[src/rtl/kbio_pkg.sv]
package kbio_pkg;
  typedef enum logic [1:0] {
    SEL_GEN  = 2'd0,
    SEL_KEYS = 2'd1,
    SEL_CTRL = 2'd2,
    SEL_CMD  = 2'd3
  } reg_sel_e;

  typedef struct packed {
    logic     hit;
    reg_sel_e sel;
  } dec_t;
endpackage

[src/rtl/kbio_decode.sv]
module kbio_decode
  import kbio_pkg::*;
#(
  parameter int          ADDR_W = 8,
  parameter logic [7:0]  BASE   = 8'hA8
) (
  input  logic [ADDR_W-1:0] addr,
  input  logic              wr,
  output dec_t              dec,
  output logic              wr_gen,
  output logic              wr_ctrl,
  output logic              wr_cmd
);
  localparam logic [ADDR_W-1:0] BASE_W = ADDR_W'(BASE);

  always_comb begin
    dec.hit = (addr[ADDR_W-1:2] == BASE_W[ADDR_W-1:2]);
    dec.sel = reg_sel_e'(addr[1:0]);
  end

  assign wr_gen  = wr && dec.hit && (dec.sel == SEL_GEN);
  assign wr_ctrl = wr && dec.hit && (dec.sel == SEL_CTRL);
  assign wr_cmd  = wr && dec.hit && (dec.sel == SEL_CMD);
endmodule

[src/rtl/kbio_ctrl_latch.sv]
module kbio_ctrl_latch #(
  parameter int DATA_W = 8
) (
  input  logic              clk,
  input  logic              rst_n,
  input  logic              wr_ctrl,
  input  logic              wr_cmd,
  input  logic [DATA_W-1:0] wdata,
  output logic [DATA_W-1:0] ctrl_q
);
  localparam int IDX_W = $clog2(DATA_W);

  logic             cmd_ok;
  logic [IDX_W-1:0] cmd_idx;

  assign cmd_ok  = wr_cmd && !wdata[DATA_W-1];
  assign cmd_idx = wdata[IDX_W:1];

  always_ff @(posedge clk or negedge rst_n) begin
    if (!rst_n)
      ctrl_q <= '0;
    else if (wr_ctrl)
      ctrl_q <= wdata;
    else if (cmd_ok)
      ctrl_q[cmd_idx] <= wdata[0];
  end

  // a command touches at most one bit, and the chosen bit takes the value
  p_cmd_single_bit_r6: assert property (@(posedge clk) disable iff (!rst_n)
    (wr_cmd && !wdata[DATA_W-1]) |=> ($countones(ctrl_q ^ $past(ctrl_q)) <= 1));
  p_cmd_target_r6: assert property (@(posedge clk) disable iff (!rst_n)
    (wr_cmd && !wdata[DATA_W-1]) |=> (ctrl_q[$past(wdata[IDX_W:1])] == $past(wdata[0])));
  // a command with the top bit set is discarded
  p_cmd_ignored_r7: assert property (@(posedge clk) disable iff (!rst_n)
    (wr_cmd && wdata[DATA_W-1]) |=> $stable(ctrl_q));
  // without a write to this latch, it holds
  p_ctrl_hold_r9: assert property (@(posedge clk) disable iff (!rst_n)
    (!wr_ctrl && !wr_cmd) |=> $stable(ctrl_q));
  // reset clears the latch
  p_ctrl_reset_r1: assert property (@(posedge clk)
    !rst_n |=> (ctrl_q == '0));
endmodule

[src/rtl/kbio_rdmux.sv]
module kbio_rdmux
  import kbio_pkg::*;
#(
  parameter int DATA_W = 8
) (
  input  dec_t              dec,
  input  logic [DATA_W-1:0] gen_q,
  input  logic [DATA_W-1:0] ctrl_q,
  input  logic [DATA_W-1:0] keys_n,
  output logic [DATA_W-1:0] rdata
);
  always_comb begin
    rdata = '1;
    if (dec.hit) begin
      unique case (dec.sel)
        SEL_GEN:  rdata = gen_q;
        SEL_KEYS: rdata = keys_n;
        SEL_CTRL: rdata = ctrl_q;
        SEL_CMD:  rdata = '1;
      endcase
    end
  end
endmodule

[src/rtl/kbio_port.sv]
module kbio_port
  import kbio_pkg::*;
#(
  parameter int         ADDR_W = 8,
  parameter int         DATA_W = 8,
  parameter int         ROW_W  = 4,
  parameter logic [7:0] BASE   = 8'hA8
) (
  input  logic              clk,
  input  logic              rst_n,
  input  logic [ADDR_W-1:0] bus_addr,
  input  logic              bus_wr,
  input  logic [DATA_W-1:0] bus_wdata,
  output logic [DATA_W-1:0] bus_rdata,
  input  logic [DATA_W-1:0] key_cols_n,
  output logic [DATA_W-1:0] port_a_q,
  output logic [ROW_W-1:0]  row_sel,
  output logic              cas_motor_off,
  output logic              cas_wr_level,
  output logic              caps_led_off,
  output logic              click_out
);
  localparam int CTL_LO = ROW_W;

  dec_t              dec;
  logic              wr_gen, wr_ctrl, wr_cmd;
  logic [DATA_W-1:0] gen_q, ctrl_q;

  kbio_decode #(.ADDR_W(ADDR_W), .BASE(BASE)) u_dec (
    .addr(bus_addr), .wr(bus_wr), .dec(dec),
    .wr_gen(wr_gen), .wr_ctrl(wr_ctrl), .wr_cmd(wr_cmd)
  );

  always_ff @(posedge clk or negedge rst_n) begin
    if (!rst_n)      gen_q <= '0;
    else if (wr_gen) gen_q <= bus_wdata;
  end

  kbio_ctrl_latch #(.DATA_W(DATA_W)) u_ctrl (
    .clk(clk), .rst_n(rst_n), .wr_ctrl(wr_ctrl), .wr_cmd(wr_cmd),
    .wdata(bus_wdata), .ctrl_q(ctrl_q)
  );

  kbio_rdmux #(.DATA_W(DATA_W)) u_rd (
    .dec(dec), .gen_q(gen_q), .ctrl_q(ctrl_q), .keys_n(key_cols_n),
    .rdata(bus_rdata)
  );

  assign port_a_q      = gen_q;
  assign row_sel       = ctrl_q[ROW_W-1:0];
  assign cas_motor_off = ctrl_q[CTL_LO];
  assign cas_wr_level  = ctrl_q[CTL_LO+1];
  assign caps_led_off  = ctrl_q[CTL_LO+2];
  assign click_out     = ctrl_q[CTL_LO+3];

  // key-row reads pass the input straight through
  p_keys_passthru_r3: assert property (@(posedge clk) disable iff (!rst_n)
    (bus_addr == ADDR_W'(BASE) + ADDR_W'(1)) |-> (bus_rdata == key_cols_n));
  // the general latch takes the written byte
  p_gen_load_r2: assert property (@(posedge clk) disable iff (!rst_n)
    (bus_wr && bus_addr == ADDR_W'(BASE)) |=> (port_a_q == $past(bus_wdata)));
  // the general latch holds when not addressed
  p_gen_hold_r9: assert property (@(posedge clk) disable iff (!rst_n)
    !(bus_wr && bus_addr == ADDR_W'(BASE)) |=> $stable(port_a_q));
  // command address reads back all ones
  p_cmd_read_r8: assert property (@(posedge clk) disable iff (!rst_n)
    (bus_addr == ADDR_W'(BASE) + ADDR_W'(3)) |-> (bus_rdata == '1));
  // reset clears the general latch
  p_gen_reset_r1: assert property (@(posedge clk)
    !rst_n |=> (port_a_q == '0));
endmodule

[config.mk]
export PLATFORM = sky130hd
export DESIGN_NAME = kbio_port
export DESIGN_NICKNAME = d
export VERILOG_FILES = /design/src/rtl/kbio_pkg.sv /design/src/rtl/kbio_decode.sv /design/src/rtl/kbio_ctrl_latch.sv /design/src/rtl/kbio_rdmux.sv /design/src/rtl/kbio_port.sv
export SDC_FILE = /design/constraint.sdc
export NUM_CORES = 1
export LEC_CHECK = 0
export BUFFER_PORTS_ARGS = -buffer_cell sky130_fd_sc_hd__buf_2
export CORE_UTILIZATION = 45
export CTS_CLUSTER_DIAMETER = 120
export DETAILED_ROUTE_END_ITERATION = 8
export PLACE_DENSITY_LB_ADDON = 0.15
export SYNTH_ARGS = -nofsm -noshare
export SYNTH_HDL_FRONTEND = slang
export SYNTH_SLANG_ARGS = --single-unit
[constraint.sdc]
create_clock -name clk -period 1.24 [get_ports clk]
set_input_delay 0.124 -clock clk [delete_from_list [all_inputs] [get_ports clk]]
set_output_delay 0.124 -clock clk [all_outputs]
set_load 0.02 [all_outputs]
==> flow_summary.yaml, run 1 <==
synthesis:
  syn_inst: 112
  synth_top_area_cell: "dfrtp_1"
  synth_top_area_share: 0.378
  synth_cell_types: 28
  synth.net_count: 139
  yosysWarnings: 0
  avgSynthCellArea_um2: 9.46
  ys_ff_latch: 16
  ys_seq_area_frac: 0.378
  synth_area_leaders: "dfrtp_1 38%, mux2_2 17%, o22ai_1 6.5%, a21oi_1 6.1%, nand2_1 4.3%"
  synth_area_um2: 1060
floorplan:
  die_y_um: 50.5
  coreArea_um2: 2210
  die_width_um: 50.5
  initial_core_util: 0.479
  io_pins: 51
  die-area_um2: 2550
  rows: 17
sta:
  maxSlewViolCount: 0
  hold_viol: 0
  finClkSkew_ps: 0
  finalWorstSetupSlack_ps: -218
  finalCritPeriodShare: 1.18
  period_needed_ps: 1460
  finalSetupViolCount: 8
  max-slew-margin-rel: 0.759
  rsz0062_at_grt: "yes"
  fin_setup_tns_ps: -1340
  worstMarginPinSlew_ps: 361
  fmax_mhz: 686
clock_network:
  numCtsBuffers: 3
  cts_root_buffer: "clkbuf_4"
  htreeDepth: 1
  insertion_delay_ps: 290
  cts_tree: "done"
  clk_path_buf_depth: 2
  clk_pin_slew_worst_paths_ps: 100
  cts_sinks: 16
final_layout:
  fin_cells: 216
  area_delta_synth_final_pct: 61.4
  regArea_um2: 400
  design_area_um2: 1710
  fin_nets: 217
  final_cell_mix: "42 x buf_2, 29 x buf_4, 16 x dfrtp_1"
  multi_input_area_um2: 697
  final_common_cell: "buf_2"
  n_fill_cell: 154
  antenna_cells: 0
  drive_above_1_share: 0.617
routing:
  drt-pass1-iter-count: 4
  remaining_drc_errors: 0
  drt-wirelength-per-cell_um: 17.3
  drt_iter0_drc: 45
  vias: 1248
  via_per_inst: 5.78
  routed_wl_um: 3730
  antenna_left: 0
power_and_ir_drop:
  power_leakage_nw: 0.919
  pwr_density_cell_nw_per_um2: 718
  ir_drop_mv: 0.572
hold_path:
  hold_path.class: "in2reg"
worst_setup_path:
  end_kind: "output pin"
  cp.required_ps: 1120
  cp_max_fo: 3
  cp.arrival_ps: 1330
  path_class: "reg2out"
  start_kind: "flop"
outcome:
  outcome: "finished, violations left"
  violations: "setup timing"
global_route:
  grt_pass1_vias: 1183
  antenna_found_initial: 0
  overflow: 0
  grt_use_total: 0.288
  grt_max_degree: 17
  grt_pass1_wl_um: 5410
placement:
  place_congestion: 0.885
  dp.cells: 196
  dpl-instance-area_um2: 1420
  numPortBuffers: 50
  dp.final_hpwl_um: 2250
run:
  maxCapViolCount: 0
routing by layer:
metal,up-vias,wire length (um),track usage,share of wire
met4,0,137,0.0833,0.037
met2,77,1880,0.549,0.50
li1,567,-,-,-
met1,585,1440,0.337,0.39
met3,19,273,0.0242,0.073
met5,-,0,0,0
registers in the layout, indices dropped and copies added (netlist names):
name,flops
u_ctrl.ctrl_q,8
port_a_q,8
logic make-up (layout without fill, tap and decap cells):
kind of cell | count (synthesis) | count (layout) | share of synthesized area
buf+inv | 10 | 86 | 0.0460
compound gates | 37 | 37 | 0.208
flops | 16 | 16 | 0.378
mux | 17 | 17 | 0.184
simple gates | 32 | 32 | 0.184
worst max-delay path, stage by stage (launching register included):
cell	delay, ps
dfrtp_1	400
mux2_2	270
o22ai_2	140
nand2_1	100
buf_6	140
final timing paths:
kind / slack [ps] / cells past startpoint / to / from
max: -220 / 4 / bus_rdata[6] / u_ctrl.ctrl_q[6]$_DFFE_PN0P_
min: 90 / 2 / port_a_q[4]$_DFFE_PN0P_ / bus_wdata[4]
max reg2reg: 220 / 3 / port_a_q[3]$_DFFE_PN0P_ / port_a_q[3]$_DFFE_PN0P_
min reg2reg: 540 / 1 / port_a_q[1]$_DFFE_PN0P_ / port_a_q[1]$_DFFE_PN0P_
max in group asynchronous: 710 / 2 / port_a_q[7]$_DFFE_PN0P_ / rst_n
min in group asynchronous: 260 / 2 / port_a_q[3]$_DFFE_PN0P_ / rst_n
area by class of cell:
class                   instances  share of cell area
clock buffers                   3              0.0132
inverters                       2             0.00439
multi-input cells              86               0.407
flip-flops and latches         16               0.234
well taps                      28              0.0205
repair buffers                 81               0.320
repair_timing:
item	CTS	global route
endpoints found under the hold margin	16	0
gates resized for setup	18	15
pin swaps	6	7
buffers inserted	10	6
setup endpoints to repair	8	8
hold buffers	1	0
per-stage QoR:
| step | setup slack, ps | power, mW | util | hold WS (ps) |
|---|---|---|---|---|
| global route | -270 | 1.27 | 0.773 | 93.9 |
| detailed placement | -142 | 0.864 | 0.643 | 59.3 |
| CTS | -202 | 1.17 | 0.719 | 91.7 |
| finish | -218 | 1.23 | 0.773 | 89.3 |
| global placement | -93.9 | 0.857 | 0.643 | 50.2 |
| floorplan | 40.9 | 0.725 | - | -172 |
synthesized netlist by cell type, drive strengths merged:
library cell and count:
mux2 17, dfrtp 16, a21oi 13, nand2 12, o22ai 11, o21ai 8
nor2 6, nand2b 5, buf 4, clkbuf 4, and2b 2, inv 2
o2bb2ai 2, a31o 1, a31oi 1, and2 1, and4bb 1, nand3 1
nand4 1, nor2b 1, nor3 1, nor4b 1, o211a 1
power breakdown:
part           internal, mW  total [mW]  switching (mW)
Sequential            0.545       0.560          0.0145
Combinational         0.188       0.387           0.199
Clock                 0.113       0.282           0.169
Power figures use the tool's default switching activity.
==> inputs of run 2 (changes only) <==
--- a/config.mk
+++ b/config.mk
@@ -6,10 +6,12 @@
 export NUM_CORES = 1
 export LEC_CHECK = 0
 export BUFFER_PORTS_ARGS = -buffer_cell sky130_fd_sc_hd__buf_2
-export CORE_UTILIZATION = 45
+export CORE_UTILIZATION = 50
 export CTS_CLUSTER_DIAMETER = 120
 export DETAILED_ROUTE_END_ITERATION = 8
 export PLACE_DENSITY_LB_ADDON = 0.15
+export SLEW_MARGIN = 20
 export SYNTH_ARGS = -nofsm -noshare
 export SYNTH_HDL_FRONTEND = slang
+export SYNTH_HIERARCHICAL = 1
 export SYNTH_SLANG_ARGS = --single-unit
==> constraint.sdc (replaced) <==
create_clock -name clk -period 1.7 [get_ports clk]
set_input_delay 0.17 -clock clk [delete_from_list [all_inputs] [get_ports clk]]
set_output_delay 0.17 -clock clk [all_outputs]
set_load 0.02 [all_outputs]
==> flow_summary.yaml, run 2 <==
worst_setup_path:
  start_kind: "input port"
  cp_slowest_cell: "nand4bb_4"
  cp.arrival_ps: 1320
  path_class: "in2out"
  cp.required_ps: 1530
  path_cells: "buf_2 > nand4bb_4 > nor3b_1 > nor2b_1 > buf_4 > a22oi_1 > buf_2"
  crit_top_cell: "buf_2"
  slowest_delay_ps: 250
  cp_max_fo: 8
  end_kind: "output pin"
placement:
  numPortBuffers: 50
  dpl-instance-area_um2: 1410
  place_congestion: 0.827
  dp.final_hpwl_um: 2080
  dp.cells: 182
  place_ws_ps: 54.9
final_layout:
  final_common_cell: "buf_2"
  area_delta_synth_final_pct: 26.6
  n_fill_cell: 163
  fin_nets: 188
  drive_above_1_share: 0.488
  final_cell_mix: "50 x buf_2, 16 x dfrtp_1, 10 x nor2_1"
  fin_cells: 187
  design_area_um2: 1460
  antenna_cells: 0
floorplan:
  coreArea_um2: 2060
  rows: 16
  die-area_um2: 2500
  die_width_um: 50.0
  die_y_um: 50.0
  io_pins: 51
  initial_core_util: 0.558
synthesis:
  yosysWarnings: 6
  synth.net_count: 137
  synth_commonest_cells: "16 x dfrtp_1, 10 x nor2_1, 9 x mux2_4, 9 x mux2i_1, 8 x a22oi_1"
  synth_top_area_cell: "dfrtp_1"
  ys_seq_area_frac: 0.348
  async_flop_share: 1.00
  avgSynthCellArea_um2: 10.5
  synth_area_leaders: "dfrtp_1 35%, mux2_4 12%, mux2i_1 7.8%, a22oi_1 5.2%, nor2_1 3.3%"
  synth_area_um2: 1150
  post-synth-top-count-cell: "dfrtp_1"
  synth_edf_count: 0
  synth_cell_types: 38
  ys_ff_latch: 16
  syn_inst: 110
  ys.flop_type: "dfrtp_1"
  synth_top_area_share: 0.348
outcome:
  outcome: "completed"
clock_network:
  cts_setup_buffers: 0
  htreeDepth: 1
  insertion_delay_ps: 280
  clk_pin_slew_worst_paths_ps: 90
  cts_sinks: 16
  cts_root_buffer: "clkbuf_4"
  clk_path_buf_depth: 2
  numCtsBuffers: 3
  cts_tree: "done"
sta:
  finClkSkew_ps: 0
  maxSlewViolCount: 0
  fmax_mhz: 671
  finalWorstSetupSlack_ps: 210
  hold_viol: 0
  fin_setup_tns_ps: 0
  finalCritPeriodShare: 0.876
  period_needed_ps: 1490
  max-slew-margin-rel: 0.760
  finalSetupViolCount: 0
  worstMarginPinSlew_ps: 359
  rsz0062_at_grt: "no"
routing:
  via_per_inst: 5.48
  routed_wl_um: 2720
  vias: 1025
  antenna_left: 0
  drt-pass1-iter-count: 4
  drt_iter0_drc: 23
  remaining_drc_errors: 0
  drt-wirelength-per-cell_um: 14.5
global_route:
  grt_pass1_vias: 952
  grt_pass1_wl_um: 4520
  antenna_found_initial: 0
  overflow: 0
  grt_use_total: 0.244
  grt_max_degree: 17
run:
  maxCapViolCount: 0
power_and_ir_drop:
  ir_drop_mv: 0.427
  power_leakage_nw: 0.708
  finalPower_mw: 0.859
  pwr_density_cell_nw_per_um2: 590
hold_path:
  hold_path.class: "in2reg"
-- run 2: changes by cell type after synthesis, moves of 3 or more --
cell,before,now
mux2_2,16,0
o22ai_1,11,0
nand2_1,12,2
a21oi_1,13,4
mux2i_1,0,9
a22oi_1,0,8
mux2_4,1,9
nor2b_1,1,6
o21ai_0,7,2
nor2_1,6,10
nand2b_1,4,1
o21ai_1,0,3
-- run 2: metal layers --
| layer | track usage | part of all wire | wire [um] |
|---|---|---|---|
| met5 | 0 | 0 | 0 |
| met4 | 0.0810 | 0.0066 | 18 |
| met3 | 0.0463 | 0.043 | 117 |
| met2 | 0.390 | 0.47 | 1280 |
| met1 | 0.328 | 0.48 | 1310 |
-- run 2: repair_timing --
item                                    in CTS  in global routing
endpoints found under the hold margin       16                  0
endpoints found under the setup margin       0                  1
gates resized for setup                      0                  1
hold buffers                                 1                  0
-- run 2: layout make-up --
type | count | area, um2 | share of cell area
Inverter | 3 | 11.3 | 0.00774
Tap cell | 27 | 33.8 | 0.0232
Multi-Input combinational cell | 80 | 668 | 0.459
Timing Repair Buffer | 57 | 305 | 0.210
Clock buffer | 4 | 36.3 | 0.0249
Sequential cell | 16 | 400 | 0.275
-- run 2: kinds of logic after synthesis --
family / after synthesis / synth area share
flip-flops: 16 / 0.348
multiplexers: 18 / 0.196
AND/OR/NAND/NOR: 35 / 0.209
AO/OA/AOI/OAI: 27 / 0.164
buffers and inverters: 14 / 0.0827
-- run 2: critical path: cells and delay by family --
kind,cells,cell delay (ps)
buffers and inverters,3,430
AND/OR/NAND/NOR,3,640
AO/OA/AOI/OAI,1,90
-- run 2: stage by stage --
step | hold WS (ps) | utilization
6_report | 127 | 0.706
5_1_grt | 97.8 | 0.706
4_1_cts | 114 | 0.705
3_5_place_dp | 103 | 0.683
3_3_place_gp | 100 | 0.683
2_1_floorplan | -126 | -
-- run 2: power breakdown --
group | internal, mW | switching [mW] | leakage, nW
clock | 0.130 | 0.124 | 0.0210
combinational | 0.0824 | 0.103 | 0.477
sequential | 0.401 | 0.0175 | 0.210
total | 0.614 | 0.245 | 0.708
-- run 2: path summary, 6_finish.rpt --
kind | start | to | slack, ps | cells after the start
worst min register to register | port_a_q[1]$_DFFE_PN0P_ | port_a_q[1]$_DFFE_PN0P_ | 550 | 1
max in group asynchronous | rst_n | port_a_q[0]$_DFFE_PN0P_ | 1110 | 2
worst max register to register | u_ctrl/ctrl_q[1]$_DFFE_PN0P_ | u_ctrl/ctrl_q[1]$_DFFE_PN0P_ | 820 | 3
worst min-delay path | bus_wdata[4] | port_a_q[4]$_DFFE_PN0P_ | 130 | 2
worst max-delay path | bus_addr[6] | bus_rdata[3] | 210 | 7
min in group asynchronous | rst_n | port_a_q[7]$_DFFE_PN0P_ | 330 | 2
